<file path="config.mk">
export PLATFORM = sky130hd
export DESIGN_NAME = bmem_top
export DESIGN_NICKNAME = d
export VERILOG_FILES = /design/src/rtl/bmem_pkg.sv /design/src/rtl/bmem_align.sv /design/src/rtl/bmem_lanes.sv /design/src/rtl/bmem_bank.sv /design/src/rtl/bmem_top.sv
export SDC_FILE = /design/constraint.sdc
export NUM_CORES = 2
export LEC_CHECK = 0
export ABC_AREA = 1
export BUFFER_PORTS_ARGS = -buffer_cell sky130_fd_sc_hd__buf_2
export CAP_MARGIN = 20
export CORE_UTILIZATION = 36
export CTS_BUF_LIST = sky130_fd_sc_hd__clkbuf_8
export DETAILED_ROUTE_END_ITERATION = 10
export GPL_TIMING_DRIVEN = 1
export MAX_ROUTING_LAYER = met4
export PLACE_DENSITY = 0.6
export SETUP_SLACK_MARGIN = 0.4
export SYNTH_ARGS = -nofsm -noshare
export SYNTH_HDL_FRONTEND = slang
export SYNTH_SLANG_ARGS = --single-unit
</file>
<file path="constraint.sdc">
create_clock -name clk -period 2.7 [get_ports clk]
set_clock_uncertainty 0.1 [all_clocks]
set_input_delay 0.27 -clock clk [delete_from_list [all_inputs] [get_ports clk]]
set_output_delay 0.27 -clock clk [all_outputs]
set_load 0.05 [all_outputs]
</file>
<file path="src/rtl/bmem_pkg.sv">
// Package: shared types and widths for the byte-lane data memory.
// Assumes a 32-bit data path built from four byte lanes.
package bmem_pkg;

    localparam int DATA_W = 32;
    localparam int LANE_W = 8;
    localparam int LANES  = DATA_W / LANE_W;
    localparam int OFF_W  = $clog2(LANES);

    // Operation encoding on the op port
    typedef enum logic [1:0] {
        OP_READ = 2'b00,
        OP_BYTE = 2'b01,
        OP_HALF = 2'b10,
        OP_WORD = 2'b11
    } op_e;

endpackage

</file>
<file path="src/rtl/bmem_align.sv">
// Alignment check: flags a request whose byte offset does not suit its width.
// Byte stores are never misaligned; halfword needs offset bit 0 clear;
// word read and word store need both offset bits clear.
module bmem_align
    import bmem_pkg::*;
(
    input  logic [1:0]       op,
    input  logic [OFF_W-1:0] off,
    output logic             misaligned
);

    // Decide alignment from operation width and low address bits
    always_comb begin
        unique case (op_e'(op))
            OP_BYTE: misaligned = 1'b0;
            OP_HALF: misaligned = off[0];
            OP_READ,
            OP_WORD: misaligned = (off != '0);
            default: misaligned = 1'b0;
        endcase
    end

endmodule

</file>
<file path="src/rtl/bmem_lanes.sv">
// Lane steering: turns a store request into per-lane write enables and
// lane-positioned write bytes. Assumes the request is already known to be
// aligned and enabled (store_ok); with store_ok low no lane is enabled.
module bmem_lanes
    import bmem_pkg::*;
(
    input  logic              store_ok,
    input  logic [1:0]        op,
    input  logic [OFF_W-1:0]  off,
    input  logic [DATA_W-1:0] wdata,
    output logic [LANES-1:0]  lane_we,
    output logic [DATA_W-1:0] lane_data
);

    for (genvar g = 0; g < LANES; g++) begin : g_lane
        localparam logic [OFF_W-1:0] LANE_IDX = OFF_W'(g);
        localparam int HALF_SLOT = g % 2;

        // Select the source byte and enable for this lane
        always_comb begin
            lane_we[g]                  = 1'b0;
            lane_data[g*LANE_W +: LANE_W] = wdata[g*LANE_W +: LANE_W];
            unique case (op_e'(op))
                OP_BYTE: begin
                    lane_we[g]                  = store_ok && (off == LANE_IDX);
                    lane_data[g*LANE_W +: LANE_W] = wdata[LANE_W-1:0];
                end
                OP_HALF: begin
                    lane_we[g]                  = store_ok && (off[1] == LANE_IDX[1]);
                    lane_data[g*LANE_W +: LANE_W] = wdata[HALF_SLOT*LANE_W +: LANE_W];
                end
                OP_WORD: begin
                    lane_we[g] = store_ok;
                end
                default: begin
                    lane_we[g] = 1'b0;
                end
            endcase
        end
    end

endmodule

</file>
<file path="src/rtl/bmem_bank.sv">
// Storage: one byte-wide bank per lane, DEPTH entries each. Writes happen on
// the rising edge per lane; the synchronous active-low reset clears all.
// Read is combinational from the indexed entry of every bank.
module bmem_bank
    import bmem_pkg::*;
#(
    parameter int DEPTH = 64,
    localparam int IDX_W = $clog2(DEPTH)
)(
    input  logic              clk,
    input  logic              rst_n,
    input  logic [IDX_W-1:0]  idx,
    input  logic [LANES-1:0]  lane_we,
    input  logic [DATA_W-1:0] lane_data,
    output logic [DATA_W-1:0] word
);

    for (genvar g = 0; g < LANES; g++) begin : g_bank
        logic [LANE_W-1:0] cells [DEPTH];

        // Clear on reset, else update the indexed byte when enabled
        always_ff @(posedge clk) begin
            if (!rst_n) begin
                for (int i = 0; i < DEPTH; i++) begin
                    cells[i] <= '0;
                end
            end else if (lane_we[g]) begin
                cells[idx] <= lane_data[g*LANE_W +: LANE_W];
            end
        end

        // Present this lane's byte of the indexed word
        assign word[g*LANE_W +: LANE_W] = cells[idx];
    end

endmodule

</file>
<file path="src/rtl/bmem_top.sv">
// Top: byte-addressed data memory with word read and byte/halfword/word
// stores. Assumes ADDR_W >= IDX_W + 2. Misaligned requests raise err and
// do nothing; with en low nothing is read or written.
module bmem_top
    import bmem_pkg::*;
#(
    parameter int ADDR_W = 32,
    parameter int DEPTH  = 64,
    localparam int IDX_W = $clog2(DEPTH)
)(
    input  logic              clk,
    input  logic              rst_n,
    input  logic              en,
    input  logic [1:0]        op,
    input  logic [ADDR_W-1:0] addr,
    input  logic [DATA_W-1:0] wdata,
    output logic [DATA_W-1:0] rdata,
    output logic              err
);

    logic              misaligned;
    logic              store_ok;
    logic              read_ok;
    logic [LANES-1:0]  lane_we;
    logic [DATA_W-1:0] lane_data;
    logic [DATA_W-1:0] word;
    logic [IDX_W-1:0]  idx;

    // Word index from the bits above the byte offset
    assign idx = addr[IDX_W+OFF_W-1:OFF_W];

    if (ADDR_W > IDX_W + OFF_W) begin : g_hi
        logic unused_hi;
        // Upper address bits do not select storage
        assign unused_hi = ^addr[ADDR_W-1:IDX_W+OFF_W];
    end

    bmem_align u_align (
        .op         (op),
        .off        (addr[OFF_W-1:0]),
        .misaligned (misaligned)
    );

    // Qualify reads and stores by enable and alignment
    always_comb begin
        read_ok  = en && !misaligned && (op_e'(op) == OP_READ);
        store_ok = en && !misaligned && (op_e'(op) != OP_READ);
        err      = en && misaligned;
    end

    bmem_lanes u_lanes (
        .store_ok  (store_ok),
        .op        (op),
        .off       (addr[OFF_W-1:0]),
        .wdata     (wdata),
        .lane_we   (lane_we),
        .lane_data (lane_data)
    );

    bmem_bank #(.DEPTH(DEPTH)) u_bank (
        .clk       (clk),
        .rst_n     (rst_n),
        .idx       (idx),
        .lane_we   (lane_we),
        .lane_data (lane_data),
        .word      (word)
    );

    // Drive read data only for an enabled aligned read
    assign rdata = read_ok ? word : '0;

endmodule

</file>
==> results.toml <==
[power]
total_power_w = 0.0715
power.leakage_nw = 53.3
combPwrFrac_pct = 12.9
pwr-share-clk_pct = 35.5
p_switching_w = 0.0194
internal_power_w = 0.0521
p_seq_share_pct = 51.6
p_sw_share_pct = 27.2
peakVddDrop_uv = 351
powerDensity_nw_per_um2 = 583

[route]
wl_per_cell_um = 19.8
viasPerCell = 4.91
drtIter0Drc = 7804
vias = 78600
drtAntennaViolNets = 0
drt-total-wl_um = 317000
first_pass_iters = 6
drc = 0

[cts]
root_buffer = "clkbuf_8"
cts_buffers = 356
path_clk_slew_ns = 0.06
cts_setup_buffers = 0
clock_path_buffers = 4
cts_max_level = 5
clock-sinks = 2048
cts_tree = "yes"

[synthesis]
synthCells = 11400
synthMuxAreaShare_pct = 0.0699
avgSynthCellArea_sq_um = 8.81
yosys_warnings = 0
synth_area_sq_um = 100000
yosysSeqAreaShare_pct = 61.3
yosysTopAreaCell = "edfxtp_1"
synth_nets = 11400
synth-seq-cells = 2048
synth.distinct_cells = 30
synth-compound-area-share_pct = 0.307
synth_top_family_by_area = "simple AND/OR/NAND/NOR gates"
synth_xor_area_share_pct = 0
synthSimpleGateAreaFrac_pct = 35.1
yosys.area.top_type_share_pct = 61.3
synthAdderAreaFrac_pct = 0.0499
synth.area.top_cells = "edfxtp_1 (61%), nand2_1 (23%), nor2_1 (7.9%), clkbuf_1 (2.2%), nand3_2 (1.7%)"

[global_route]
grt_pass1_vias = 74100
antenna_found_initial = 5
grt_max_degree = 87
grt.overflow.total = 0
grt_pass1_wl_um = 466000
grt_usage_pct = 22.9

[critical_path]
arrival_ns = 2.62
critPathCaptureType = "output pin"
critPathLaunchType = "flop"
crit_slowest_cell = "edfxtp_1"
path_max_fanout = 1
crit_type = "reg -> out"
slowest_delay_ns = 0.36
cpMostUsedCell = "nand2_1"
cp_cell_sequence = "nand2_1 -> nand2_1 -> nand2_1 -> nand2_1 -> nand2_1 -> nand2_1 -> nand2_2 -> nand2_4 -> nor2_4 -> a21oi_4 -> buf_12 -> buf_12"
crit_required_ns = 2.33

[min_path]
hold_path.startpoint = "addr[1]"
hold_class = "in -> reg"
holdPathEnd = "u_bank.g_bank[1].cells[42][6]$_SDFFCE_PN0P_"
whs_path_depth = 7

[timing]
fmax_mhz = 335
setup_viol = 32
slew-limit-headroom_pct = 28.0
rsz0062_at_grt = "yes"
finalCritPeriodShare_pct = 111
worst_pin_slew_ns = 1.08
slew_violations = 0
hold_viol = 0
min_period_ns = 2.99
setup_ws_ns = -0.287

[final_layout]
drive_gt1_share_pct = 19.4
top_register = "u_bank.g_bank.cells"
area_growth_pct = 22.4
multiInputGateArea_sq_um = 38400
layout.nets = 12100
regArea_sq_um = 61500
top_regs = "u_bank.g_bank.cells (2048)"
final_util_pct = 44.3
fillers = 26700
largest_reg_flops = 2048

[floorplan]
row_count = 193
die_y_um = 530
die_area_sq_um = 281000
die_w_um = 530
coreArea_sq_um = 277000
io_pins = 102
start_util_pct = 36.2

[run_status]
outcome = "finished, violations left"
violations = "negative setup slack"

[placed_design]
io_buffers = 77
place.gp.congestion = 0.903
hpwlAfterDp_um = 216000

[run]
maxCapViolCount = 0
synthesized netlist by cell type:
master    instances
bufinv_8          2
nor3_2            5
nand3_4          89
nand2_1        6031
buf_1            29
edfxtp_1       2048
inv_2            12
mux2i_1           7
nand4_1           6
buf_4            23
o22ai_1           7
nor2_4           19
a21oi_4           1
nand3_1           6
inv_1            22
buf_6            16
inv_4             1
nor3_1            1
nor3_4            2
nor2_8           43
nor2_2            2
buf_2            73
ha_1              4
nand3_2         175
clkbuf_1        576
nor2_1         2123
a21oi_1          39
o21ai_1           9
a21boi_0          1
clkinv_1          1
metal layers:
metal | part of all wire (%) | track usage [%] | up-vias
li1 | - | - | 37600
met1 | 43 | 30.6 | 37500
met2 | 46 | 35.2 | 2901
met3 | 7.4 | 3.23 | 555
met4 | 3.9 | 8.93 | 0
met5 | 0 | - | -
logic make-up (layout without fill, tap and decap cells):
logic type,count (synthesis),after routing
AOI/OAI and AO/OA,57,57
adders and majority gates,4,4
other,0,6
and+or+nand+nor,8502,8502
DFF,2048,2048
buffers and inverters,755,1677
muxes,7,7
what timing repair did:
| action | 4_1_cts | 5_1_grt |
|---|---|---|
| pin swaps | 178 | 218 |
| hold buffers | 44 | 1 |
| cloned | 0 | 0 |
| setup endpoints to repair | 32 | 40 |
| endpoints found under the hold margin | 3050 | 35 |
| resized for setup | 316 | 184 |
critical path: cells and delay by family, from the launching register on:
family | cells | cell delay [ns]
buffers and inverters | 2 | 0.30
and+or+nand+nor | 9 | 0.76
DFF | 1 | 0.36
AOI/OAI and AO/OA | 1 | 0.11
final cells by class:
cell class / count / share of cell area, %
antenna: 6 / 0.0122
clock buffer: 363 / 4.07
clock inverter: 253 / 0.894
inverter: 38 / 0.167
multi-input combinational: 8570 / 31.3
sequential: 2048 / 50.1
tap: 3705 / 3.78
timing repair buffer: 1023 / 9.63
how the worst max path moves through the flow:
| stage | from | to | cells past startpoint |
|---|---|---|---|
| after floorplan | op[0] | u_bank.g_bank[2].cells[47][0]$_SDFFCE_PN0P_ | 11 |
| after global placement | op[0] | u_bank.g_bank[2].cells[26][1]$_SDFFCE_PN0P_ | 11 |
| after detailed placement | op[0] | u_bank.g_bank[2].cells[26][7]$_SDFFCE_PN0P_ | 11 |
| after CTS | u_bank.g_bank[3].cells[41][5]$_SDFFCE_PN0P_ | rdata[29] | 12 |
| after global routing | u_bank.g_bank[3].cells[57][5]$_SDFFCE_PN0P_ | rdata[29] | 12 |
| final | u_bank.g_bank[3].cells[39][5]$_SDFFCE_PN0P_ | rdata[29] | 12 |
cells in the final DEF (no fill, tap or decap), types with 3 or more instances in the layout:
cell type	count
nor2_4	66
nand2_1	5518
buf_4	598
clkinv_1	92
buf_12	322
ha_1	4
o22ai_1	7
nand4_1	6
nand3_2	175
clkinv_2	38
nand2_4	82
edfxtp_1	2048
nor2_8	43
nand3_4	93
buf_2	41
diode_2	6
buf_8	8
dlygate4sd3_1	44
inv_2	9
o21ai_4	9
nor2_1	2059
clkbuf_8	363
nor2_2	19
nor3_4	7
a21oi_4	39
clkinvlp_4	8
bufinv_16	3
inv_8	3
nand2_2	431
mux2i_4	7
buf_6	10
inv_1	135
through the flow:
step                cell area, sq um  std cells  setup TNS [ns]  hold slack, ns  worst slack (ns)
floorplan                     101000      11400               0           0.530             0.325
global placement              115000      15300          -24.01           0.637            -0.103
detailed placement            115000      15300          -69.90           0.640            -0.164
CTS                           122000      16000           -8.00          0.0192            -0.380
global route                  123000      16000           -9.48          0.0893            -0.423
finish                        123000      16000           -5.07          0.0964            -0.287
power groups by stage:
| stage | clock network (W) | logic, W | registers [W] |
|---|---|---|---|
| 2_1_floorplan | 0 | 0.00483 | 0.0374 |
| 3_3_place_gp | 0 | 0.00879 | 0.0375 |
| 3_5_place_dp | 0 | 0.00881 | 0.0376 |
| 4_1_cts | 0.0257 | 0.00907 | 0.0369 |
| 5_1_grt | 0.0270 | 0.00991 | 0.0371 |
| 6_report | 0.0254 | 0.00921 | 0.0369 |
No activity file was read; power rests on OpenSTA's default activity.
